**src/rtl/rom_rd_pkg.sv**
```systemverilog
// Shared types and helpers for the asynchronous ROM read sequencer.
// Assumes all delays and the clock period are positive integers in picoseconds.
package rom_rd_pkg;

    typedef enum logic [1:0] {
        ST_IDLE    = 2'd0,
        ST_ACCESS  = 2'd1,
        ST_RECOVER = 2'd2
    } rd_state_e;

    localparam int NUM_TMR  = 4;
    localparam int TMR_ADDR = 0;
    localparam int TMR_CE   = 1;
    localparam int TMR_OE   = 2;
    localparam int TMR_REC  = 3;

    // Converts a delay into whole clock cycles plus one synchronization cycle.
    function automatic int delay_to_cycles(input int delay_ps, input int period_ps);
        return (delay_ps + period_ps - 1) / period_ps + 1;
    endfunction

    function automatic int imax(input int a, input int b);
        return (a > b) ? a : b;
    endfunction

endpackage

```
**src/rtl/rom_rd_age.sv**
```systemverilog
// Saturating age counter: counts clock edges since the last start pulse.
// After a start on edge k the value read before edge k+n is n. A value of
// zero means the counter was never started since reset.
module rom_rd_age #(
    parameter int CNT_W   = 5,
    parameter int SAT_VAL = 16
) (
    input  logic             clk,
    input  logic             rst_n,
    input  logic             start_i,
    output logic [CNT_W-1:0] age_o
);

    localparam logic [CNT_W-1:0] SAT = CNT_W'(SAT_VAL);

    // Restarts at one on a start pulse, otherwise climbs until saturation.
    always_ff @(posedge clk) begin
        if (!rst_n) begin
            age_o <= '0;
        end else if (start_i) begin
            age_o <= CNT_W'(1);
        end else if ((age_o != '0) && (age_o < SAT)) begin
            age_o <= age_o + CNT_W'(1);
        end
    end

endmodule

```
**src/rtl/rom_rd_gate.sv**
```systemverilog
// Timing gate: compares the four ages against the cycle budgets and reports
// when the enable may fall, when data may be captured and when the bus has
// recovered. Purely combinational; assumes ages saturate at or above every
// budget.
module rom_rd_gate #(
    parameter int CNT_W   = 5,
    parameter int ACC_CYC = 13,
    parameter int CE_CYC  = 13,
    parameter int OE_CYC  = 6,
    parameter int REC_CYC = 6
) (
    input  logic [CNT_W-1:0] age_addr_i,
    input  logic [CNT_W-1:0] age_ce_i,
    input  logic [CNT_W-1:0] age_oe_i,
    input  logic [CNT_W-1:0] age_rec_i,
    output logic             oe_go_o,
    output logic             cap_go_o,
    output logic             rec_done_o
);

    import rom_rd_pkg::*;

    localparam int LEAD_A = imax(ACC_CYC - OE_CYC, 1);
    localparam int LEAD_C = imax(CE_CYC - OE_CYC, 1);

    // Late enable point, capture point and float recovery point.
    always_comb begin
        oe_go_o    = (age_addr_i >= CNT_W'(LEAD_A)) && (age_ce_i >= CNT_W'(LEAD_C));
        cap_go_o   = (age_addr_i >= CNT_W'(ACC_CYC)) && (age_ce_i >= CNT_W'(CE_CYC))
                     && (age_oe_i >= CNT_W'(OE_CYC));
        rec_done_o = (age_rec_i >= CNT_W'(REC_CYC));
    end

endmodule

```
**src/rtl/rom_rd_seq.sv**
```systemverilog
// Access sequencer: accepts host requests, drives the memory address, select
// and enable, captures the data byte and emits the acknowledge. Timing
// decisions come from the gate; this module only orders the steps. Assumes
// the host keeps rd_req and its address steady until the acknowledge.
module rom_rd_seq #(
    parameter int ADDR_W  = 16,
    parameter int DATA_W  = 8,
    parameter bit STANDBY = 1'b1
) (
    input  logic                            clk,
    input  logic                            rst_n,
    input  logic                            req_i,
    input  logic [ADDR_W-1:0]               addr_i,
    input  logic [DATA_W-1:0]               mem_data_i,
    input  logic                            oe_go_i,
    input  logic                            cap_go_i,
    input  logic                            rec_done_i,
    output logic [ADDR_W-1:0]               mem_addr_o,
    output logic                            mem_ce_n_o,
    output logic                            mem_oe_n_o,
    output logic                            ack_o,
    output logic [DATA_W-1:0]               rdata_o,
    output logic [rom_rd_pkg::NUM_TMR-1:0]  tmr_start_o
);

    import rom_rd_pkg::*;

    rd_state_e state_q;
    logic      begin_acc;
    logic      drop_oe;
    logic      capture;
    logic      ce_release;

    // The standby variant releases the select together with the enable.
    generate
        if (STANDBY) begin : g_standby
            assign ce_release = 1'b1;
        end else begin : g_keep_ce
            assign ce_release = 1'b0;
        end
    endgenerate

    // Decodes the step taken on the coming edge and the timers it restarts.
    always_comb begin
        begin_acc = req_i && ((state_q == ST_IDLE) ||
                              ((state_q == ST_RECOVER) && rec_done_i));
        drop_oe   = (state_q == ST_ACCESS) && mem_oe_n_o && oe_go_i;
        capture   = (state_q == ST_ACCESS) && !mem_oe_n_o && cap_go_i;
        tmr_start_o           = '0;
        tmr_start_o[TMR_ADDR] = begin_acc;
        tmr_start_o[TMR_CE]   = begin_acc && mem_ce_n_o;
        tmr_start_o[TMR_OE]   = drop_oe;
        tmr_start_o[TMR_REC]  = capture;
    end

    // State register: idle, access in flight, bus recovery.
    always_ff @(posedge clk) begin
        if (!rst_n) begin
            state_q <= ST_IDLE;
        end else begin
            unique case (state_q)
                ST_IDLE:    if (begin_acc) state_q <= ST_ACCESS;
                ST_ACCESS:  if (capture)   state_q <= ST_RECOVER;
                ST_RECOVER: begin
                    if (begin_acc)       state_q <= ST_ACCESS;
                    else if (rec_done_i) state_q <= ST_IDLE;
                end
                default:    state_q <= ST_IDLE;
            endcase
        end
    end

    // Memory-side pins, captured byte and acknowledge pulse.
    always_ff @(posedge clk) begin
        if (!rst_n) begin
            mem_addr_o <= '0;
            mem_ce_n_o <= 1'b1;
            mem_oe_n_o <= 1'b1;
            ack_o      <= 1'b0;
            rdata_o    <= '0;
        end else begin
            ack_o <= 1'b0;
            if (begin_acc) begin
                mem_addr_o <= addr_i;
                mem_ce_n_o <= 1'b0;
            end
            if (drop_oe) begin
                mem_oe_n_o <= 1'b0;
            end
            if (capture) begin
                rdata_o    <= mem_data_i;
                ack_o      <= 1'b1;
                mem_oe_n_o <= 1'b1;
                if (ce_release) begin
                    mem_ce_n_o <= 1'b1;
                end
            end
        end
    end

endmodule

```
**src/rtl/rom_read_ctrl.sv**
```systemverilog
// Top level of the asynchronous ROM read sequencer. Converts the picosecond
// timing set into cycle budgets, builds one age counter per timed event and
// joins them to the gate and the sequencer. Assumes the memory data lines
// meet setup to clk once the budgets have elapsed (one budget cycle is spare
// for that purpose).
module rom_read_ctrl #(
    parameter int ADDR_W        = 16,
    parameter int DATA_W        = 8,
    parameter int CLK_PERIOD_PS = 4000,
    parameter int T_ACC_PS      = 45000,
    parameter int T_CE_PS       = 45000,
    parameter int T_OE_PS       = 20000,
    parameter int T_DF_PS       = 20000,
    parameter int T_OH_PS       = 7000,
    parameter bit STANDBY       = 1'b1
) (
    input  logic              clk,
    input  logic              rst_n,
    input  logic              rd_req_i,
    input  logic [ADDR_W-1:0] rd_addr_i,
    output logic              rd_ack_o,
    output logic [DATA_W-1:0] rd_data_o,
    output logic [ADDR_W-1:0] mem_addr_o,
    output logic              mem_ce_n_o,
    output logic              mem_oe_n_o,
    input  logic [DATA_W-1:0] mem_data_i
);

    import rom_rd_pkg::*;

    localparam int ACC_CYC = delay_to_cycles(T_ACC_PS, CLK_PERIOD_PS);
    localparam int CE_CYC  = delay_to_cycles(T_CE_PS, CLK_PERIOD_PS);
    localparam int OE_CYC  = delay_to_cycles(T_OE_PS, CLK_PERIOD_PS);
    localparam int DF_CYC  = delay_to_cycles(T_DF_PS, CLK_PERIOD_PS);
    localparam int OH_CYC  = delay_to_cycles(T_OH_PS, CLK_PERIOD_PS);
    localparam int REC_CYC = imax(DF_CYC, OH_CYC);
    localparam int SAT_CYC = imax(imax(ACC_CYC, CE_CYC), imax(OE_CYC, REC_CYC));
    localparam int CNT_W   = $clog2(SAT_CYC + 1);

    logic [NUM_TMR-1:0] tmr_start;
    logic [CNT_W-1:0]   age [NUM_TMR];
    logic               oe_go;
    logic               cap_go;
    logic               rec_done;

    // One age counter per timed event: address, select, enable, recovery.
    generate
        for (genvar t = 0; t < NUM_TMR; t++) begin : g_age
            rom_rd_age #(
                .CNT_W   (CNT_W),
                .SAT_VAL (SAT_CYC)
            ) u_age (
                .clk     (clk),
                .rst_n   (rst_n),
                .start_i (tmr_start[t]),
                .age_o   (age[t])
            );
        end
    endgenerate

    rom_rd_gate #(
        .CNT_W   (CNT_W),
        .ACC_CYC (ACC_CYC),
        .CE_CYC  (CE_CYC),
        .OE_CYC  (OE_CYC),
        .REC_CYC (REC_CYC)
    ) u_gate (
        .age_addr_i (age[TMR_ADDR]),
        .age_ce_i   (age[TMR_CE]),
        .age_oe_i   (age[TMR_OE]),
        .age_rec_i  (age[TMR_REC]),
        .oe_go_o    (oe_go),
        .cap_go_o   (cap_go),
        .rec_done_o (rec_done)
    );

    rom_rd_seq #(
        .ADDR_W  (ADDR_W),
        .DATA_W  (DATA_W),
        .STANDBY (STANDBY)
    ) u_seq (
        .clk         (clk),
        .rst_n       (rst_n),
        .req_i       (rd_req_i),
        .addr_i      (rd_addr_i),
        .mem_data_i  (mem_data_i),
        .oe_go_i     (oe_go),
        .cap_go_i    (cap_go),
        .rec_done_i  (rec_done),
        .mem_addr_o  (mem_addr_o),
        .mem_ce_n_o  (mem_ce_n_o),
        .mem_oe_n_o  (mem_oe_n_o),
        .ack_o       (rd_ack_o),
        .rdata_o     (rd_data_o),
        .tmr_start_o (tmr_start)
    );

endmodule

```
**config.mk**
```make
export PLATFORM = sky130hd
export DESIGN_NAME = rom_read_ctrl
export DESIGN_NICKNAME = d
export VERILOG_FILES = /design/src/rtl/rom_rd_pkg.sv /design/src/rtl/rom_rd_age.sv /design/src/rtl/rom_rd_gate.sv /design/src/rtl/rom_rd_seq.sv /design/src/rtl/rom_read_ctrl.sv
export SDC_FILE = /design/constraint.sdc
export NUM_CORES = 1
export LEC_CHECK = 0
export ABC_AREA = 1
export BUFFER_PORTS_ARGS = -buffer_cell sky130_fd_sc_hd__buf_2
export CAP_MARGIN = 20
export CELL_PAD_IN_SITES_DETAIL_PLACEMENT = 1
export CELL_PAD_IN_SITES_GLOBAL_PLACEMENT = 1
export CORE_MARGIN = 1
export CORE_UTILIZATION = 41
export DETAILED_ROUTE_END_ITERATION = 8
export HOLD_SLACK_MARGIN = 0.12
export PLACE_DENSITY = 0.87
export SLEW_MARGIN = 10
export SYNTH_ARGS = -nofsm -noshare
export SYNTH_HDL_FRONTEND = slang
export SYNTH_HIERARCHICAL = 1
export SYNTH_SLANG_ARGS = --single-unit
```
**constraint.sdc**
```tcl
create_clock -name clk -period 3.2 [get_ports clk]
set_input_delay 0 -clock clk [delete_from_list [all_inputs] [get_ports clk]]
set_output_delay 0 -clock clk [all_outputs]
set_load 0.05 [all_outputs]
```
# == After elaboration in Yosys (flattened, before gate mapping) ==
# Cells that the tools add are included.
# word_totals
register_bits,45
latchBits,0
ramBits,0
mem_bits_ro,0
input_bits,27
output_inout_bits,27
elab_cells,78
n_memories,0
# classes
addsub,4
n_mul,0
div,0
magnitude_cmp,10
eq_ne,5
n_shift,0
n_mux,14
bitwise,1
n_reduce_logical,30
# ops
op,n
$add A4 B1 Y4 const B,4
$ge A4 B3 Y1 const B,4
$lt A4 B4 Y1 const B,4
$reduce_bool A4 Y1,4
$logic_and A1 B1 Y1,14
$mux W1,9
$ge A4 B4 Y1 const B,2
$mux W2,4
$reduce_bool A2 Y1,4
$reduce_or A2 Y1,4
$pmux W2 S3,1
$ne A2 B2 Y1 const B,2
$ne A3 B2 Y1 const B,1
$reduce_and A3 Y1,1
$eq A2 B1 Y1 const B,1
$eq A2 B2 Y1 const B,1
$logic_not A2 Y1,1
$logic_not A1 Y1,1
$logic_or A1 B1 Y1,1
$not A1 Y1,1

# == Logic depth before layout (Yosys ltp) ==
# depth
word_depth,6
ltp_mapped,11
depth_no_buf,10

# == Modules after synthesis ==
# The synthesis kept the hierarchy.
# by_module_without_submodules
mod,n_inst,cells_each,area_each_um2,seq_area_each_um2
rom_rd_seq,1,177,1288.7,580.6
rom_rd_age,4,35,251.5,80.1
rom_rd_gate,1,21,88.8,0.0

# == Worst setup path after synthesis ==
# No wires, ideal clock.
# synth_path
path_type,register -> register
from,register g_age[0].u_age.age_o[2]
to,register g_age[3].u_age.age_o[2]
setup_time_ps,117
arrival_time_ps,1259
setup_slack_ps,1824
path_stages_with_launch,11
n_path_buf,1
synth_period_minus_slack_ps,1376
path_cell_list,dfxtp_1 > nand2_1 > nor2_1 > nand2_1 > nor2_2 > nand2_1 > nor2_4 > buf_4 > inv_1 > nand2_1 > a21oi_1
# synth_via
elab_chain_cells,5
# synth_rtl
item,line,source
from (decl),rom_rd_age.sv:11,output logic [CNT_W-1:0] age_o
from (signal assigned),rom_rd_age.sv:23,age_o <= age_o + CNT_W'(1);
$ge A4 B4 Y1,rom_rd_gate.sv:29,cap_go_o = (age_addr_i >= CNT_W'(ACC_CYC)) && (age_ce_i >= CNT_W'(CE_CYC))
$logic_and A1 B1 Y1,rom_rd_gate.sv:29,
$logic_and A1 B1 Y1,rom_rd_gate.sv:30,&& (age_oe_i >= CNT_W'(OE_CYC));
net cap_go,rom_read_ctrl.sv:43,logic cap_go;
$logic_and A1 B1 Y1,rom_rd_seq.sv:48,capture = (state_q == ST_ACCESS) && !mem_oe_n_o && cap_go_i;
net u_seq.capture,rom_rd_seq.sv:31,logic capture;
$reduce_or A2 Y1 (no source line),n/a,
to (signal assigned),rom_rd_age.sv:23,
to (decl),rom_rd_age.sv:11,
# The timed path passes the listed nets, and every way through them passes these cells.
# A chain may end at the register's enable or synchronous reset.

# == Final worst setup path ==
# layout_path
from,register g_age[3].u_age.age_o[2]
to,register g_age[1].u_age.age_o[0]
# layout_via
elab_chain_cells,6
# layout_rtl
item,line,source
$ge A4 B3 Y1 (*),rom_rd_gate.sv:31,rec_done_o = (age_rec_i >= CNT_W'(REC_CYC));
net rec_done,rom_read_ctrl.sv:44,logic rec_done;
$logic_and A1 B1 Y1 (*),rom_rd_seq.sv:46,((state_q == ST_RECOVER) && rec_done_i));
$logic_or A1 B1 Y1 (*),rom_rd_seq.sv:45,begin_acc = req_i && ((state_q == ST_IDLE) ||
$logic_and A1 B1 Y1 (*),rom_rd_seq.sv:45,
$logic_and A1 B1 Y1 (*),rom_rd_seq.sv:51,tmr_start_o[TMR_CE] = begin_acc && mem_ce_n_o;
net tmr_start[1],rom_read_ctrl.sv:40,logic [NUM_TMR-1:0] tmr_start;
$mux W1 / $reduce_bool A2 Y1 (equally long branches),n/a,
to (signal assigned),rom_rd_age.sv:23,
to (decl),rom_rd_age.sv:11,
# The timed path passes the listed nets; every way through them passes the cells marked *.

==> metrics.md <==
| Metric | Value |
|---|---|
| Initial antenna violation count | 0 |
| Final hold vios | 0 |
| Via density | 5.04 |
| CP max FO | 33 |
| Total number of yosys warnings | 6 |
| Logic pwr share | 0.210 |
| Die height | 78.2 microns |
| Sequential fraction of design power | 0.451 |
| Max Cap Viol | 0 |
| Vias | 2429 |
| Reg2reg path depth | 9 |
| Critical path, cell by cell | a21o_1 -> inv_1 -> nand2_2 -> nand2_1 -> nor2_1 -> inv_1 -> nand3_1 -> nand2_1 -> inv_1 |
| Gr usage total | 0.273 |
| Synth cell types | 23 |
| TritonCTS Buffers | 5 |
| Drt first pass iters | 4 |
| Std-Cell Rows | 27 |
| FF-to-FF End | g_age[1].u_age/age_o[0] |
| Reg clk slew, reported paths | 0.10 ns |
| CTS H-tree depth | 2 |
| Most used DFF post-synth | dfxtp_1 |
| Worst endpoint required time | 3.46 ns |
| DRT iter0 DRCs | 117 |
| Internal power | 0.935 mW |
| Congestion Overflow GR | 0 |
| Die W | 78.2 microns |
| Post-synth EDFFs | 0 |
| Area after DPL | 2640 sq um |
| RSZ-0062 raised after global routing | false |
| Net Sw Frac | 0.316 |
| Initial Utilization | 0.430 |
| Final Core Density | 0.542 |
| Critical path's slowest cell | nand2_2 |
| Most frequent cell on the critical path | inv_1 |
| Hold Path Stages | 3 |
| NumNets Final | 448 |
| Clock latency on the worst-skew pair | 0.32 ns |
| Setup WS pre-CTS | 1.42 ns |
| Largest net degree at the start of global routing | 42 |
| Clock sink count | 45 |
| Worst-margin pin slew | 0.740 ns |
| WL final | 7.84 mm |
| Slowest cell delay on critical path | 0.47 ns |
| Pwr/cell area | 455 nW/um^2 |
| Final Wtd Congestion | 0.742 |
| ANT nets after route | 0 |
| # port buffers | 53 |
| R2R setup slack | 1.23 ns |
| Endpoints failing setup | 0 |
| Post-Syn Area | 2380 sq um |
| I/O Pins | 54 |
| Crit path DAT | 2.23 ns |
| Design area | 3000 sq um |
| Worst setup SP type | register |
| Clock power share | 0.339 |
| Leakage | 1.56 nW |
| Area taken by multi-input logic gates | 1160 sq um |
| Max Transition Viols Final | 0 |
| Post-synthesis sequential area ratio | 0.378 |
| Min Clock Period, post-route | 1.97 ns |
| Hold Crit Start | rst_n |
| Fmax | 507 MHz |
| Post-DP HPWL | 4.14 mm |
| Ratio of cells with drive above 1 in the final layout | 0.222 |
| Layout area overhead | 26.0% |
| Post-CTS Setup Bufs | 0 |
| Psw | 0.432 mW |
| Mean area per synthesized cell | 7.05 sq um |
| Vias in the first global route | 2597 |
| R2r startpoint | g_age[3].u_age/age_o[2] |
| Drt drc | 0 |
| Fillers | 739 |
| Crit end category | register |
| Die area | 6120 sq um |
| TNS Setup | 0 ns |
| Clk buf depth | 2 |
| Placeable core area | 5540 sq um |
| Peak supply drop | 0.000268 V |
| Hold Path Sink | u_seq/mem_addr_o[10] |
| Crit. Startpoint | g_age[3].u_age/age_o[2] |
| Relative slew slack | 0.507 |
| Flip-flop and latch area | 901 sq um |
| Number of synthesized register bits | 45 |
| Period utilisation layout | 0.616 |
| Post-synthesis cell count | 338 |
| # diodes | 0 |
| Setup ws final | 1.23 ns |
| First-pass GRT wire length | 12.7 mm |
| Clock Skew | 0.0182 ns |
| Fraction of registers with async set/reset | 0 |
| Status | complete, no violations |
| Crit path kind | register to register |
| Net count after synthesis | 377 |
| Root Buffer | clkbuf_8 |
| CTS tree | built |
| Drt wl/cell | 16.3 microns |
| HP Class | input port to register |
[flip-flops by register name (all words and copies together), names as in the netlist]
register,flops
u_seq/state_q,2
u_seq/rdata_o,8
u_seq/mem_ce_n_o,1
u_seq/mem_addr_o,16
g_age.u_age/age_o,16
u_seq/mem_oe_n_o,1
u_seq/ack_o,1
[cell usage in the layout (no fill, tap or decap), types with 6 or more instances in the layout]
master and count:
ha_1 12, inv_1 56, dfxtp_1 45, nand2_1 71, dlygate4sd3_1 24, nand3_2 6
nor2_1 25, clkbuf_8 6, nand3_1 45, buf_2 53, nand2_2 15, a21oi_1 29
[layer usage]
metal | wire (microns) | share of wire | track usage | up-vias
met5 | 0 | 0 | 0 | -
met4 | 263 | 0.034 | 0.124 | 0
met3 | 262 | 0.033 | 0.0488 | 21
met2 | 4200 | 0.53 | 0.505 | 68
met1 | 3120 | 0.40 | 0.300 | 1153
li1 | - | - | - | 1187
[synth_stat cells (4+ instances only)]
library cell | number | area [sq um]
a21oi_1 | 29 | 145
buf_4 | 8 | 60.1
dfxtp_1 | 45 | 901
ha_1 | 12 | 150
inv_1 | 56 | 210
inv_2 | 4 | 15.0
nand2_1 | 71 | 267
nand2_2 | 15 | 93.8
nand3_1 | 45 | 225
nand3_2 | 6 | 60.1
nand4_1 | 4 | 25.0
nor2_1 | 25 | 93.8
xor2_1 | 4 | 35.0
[power by group through the flow]
stage	clock network (mW)	registers (mW)	logic, mW
2_1_floorplan	0	0.686	0.124
3_3_place_gp	0	0.627	0.235
3_5_place_dp	0	0.628	0.244
4_1_cts	0.462	0.615	0.269
5_1_grt	0.493	0.620	0.313
6_report	0.464	0.616	0.286
[repair_timing]
item	CTS	global route
endpoints found under the setup margin	0	0
resized for setup	0	0
endpoints found under the hold margin	24	0
hold buffers	24	0
[cells by family after synthesis]
family                     share of synthesized area
AOI/OAI and AO/OA                             0.0719
xor gates and xnor gates                      0.0147
adders and majority gates                     0.0630
and+or+nand+nor                                0.338
DFF                                            0.378
buffers and inverters                          0.135
[final cells by class]
cell class	count	share of cell area
inverters	60	0.0750
flip-flops and latches	45	0.300
well taps	72	0.0300
clock buffers	6	0.0275
multi-input cells	220	0.387
repair buffers	77	0.168
clock inverters	2	0.0125
[how the worst max path moves through the flow]
stage	cells past startpoint	slack, ns	endpoint
floorplan	10	1.82	g_age[3].u_age/age_o[2]
global placement	8	1.48	g_age[1].u_age/age_o[3]
detailed placement	8	1.42	g_age[1].u_age/age_o[3]
CTS	9	1.39	g_age[1].u_age/age_o[0]
global route	9	1.05	g_age[1].u_age/age_o[0]
finish	9	1.23	g_age[1].u_age/age_o[0]
[per-stage QoR]
stage | cells | total power [mW] | hold WS, ns
2_1_floorplan | 338 | 0.810 | 0.0976
3_3_place_gp | 450 | 0.862 | 0.214
3_5_place_dp | 450 | 0.872 | 0.228
4_1_cts | 482 | 1.35 | 0.249
5_1_grt | 482 | 1.43 | 0.279
6_report | 482 | 1.37 | 0.259
[critical path: cells and delay by family (launching register included)]
| family | cells | cell delay [ns] |
|---|---|---|
| buffers and inverters | 3 | 0.24 |
| flip-flops | 1 | 0.46 |
| AND/OR/NAND/NOR | 5 | 1.08 |
| AO/OA/AOI/OAI | 1 | 0.15 |
No activity file was read; power rests on OpenSTA's default activity.
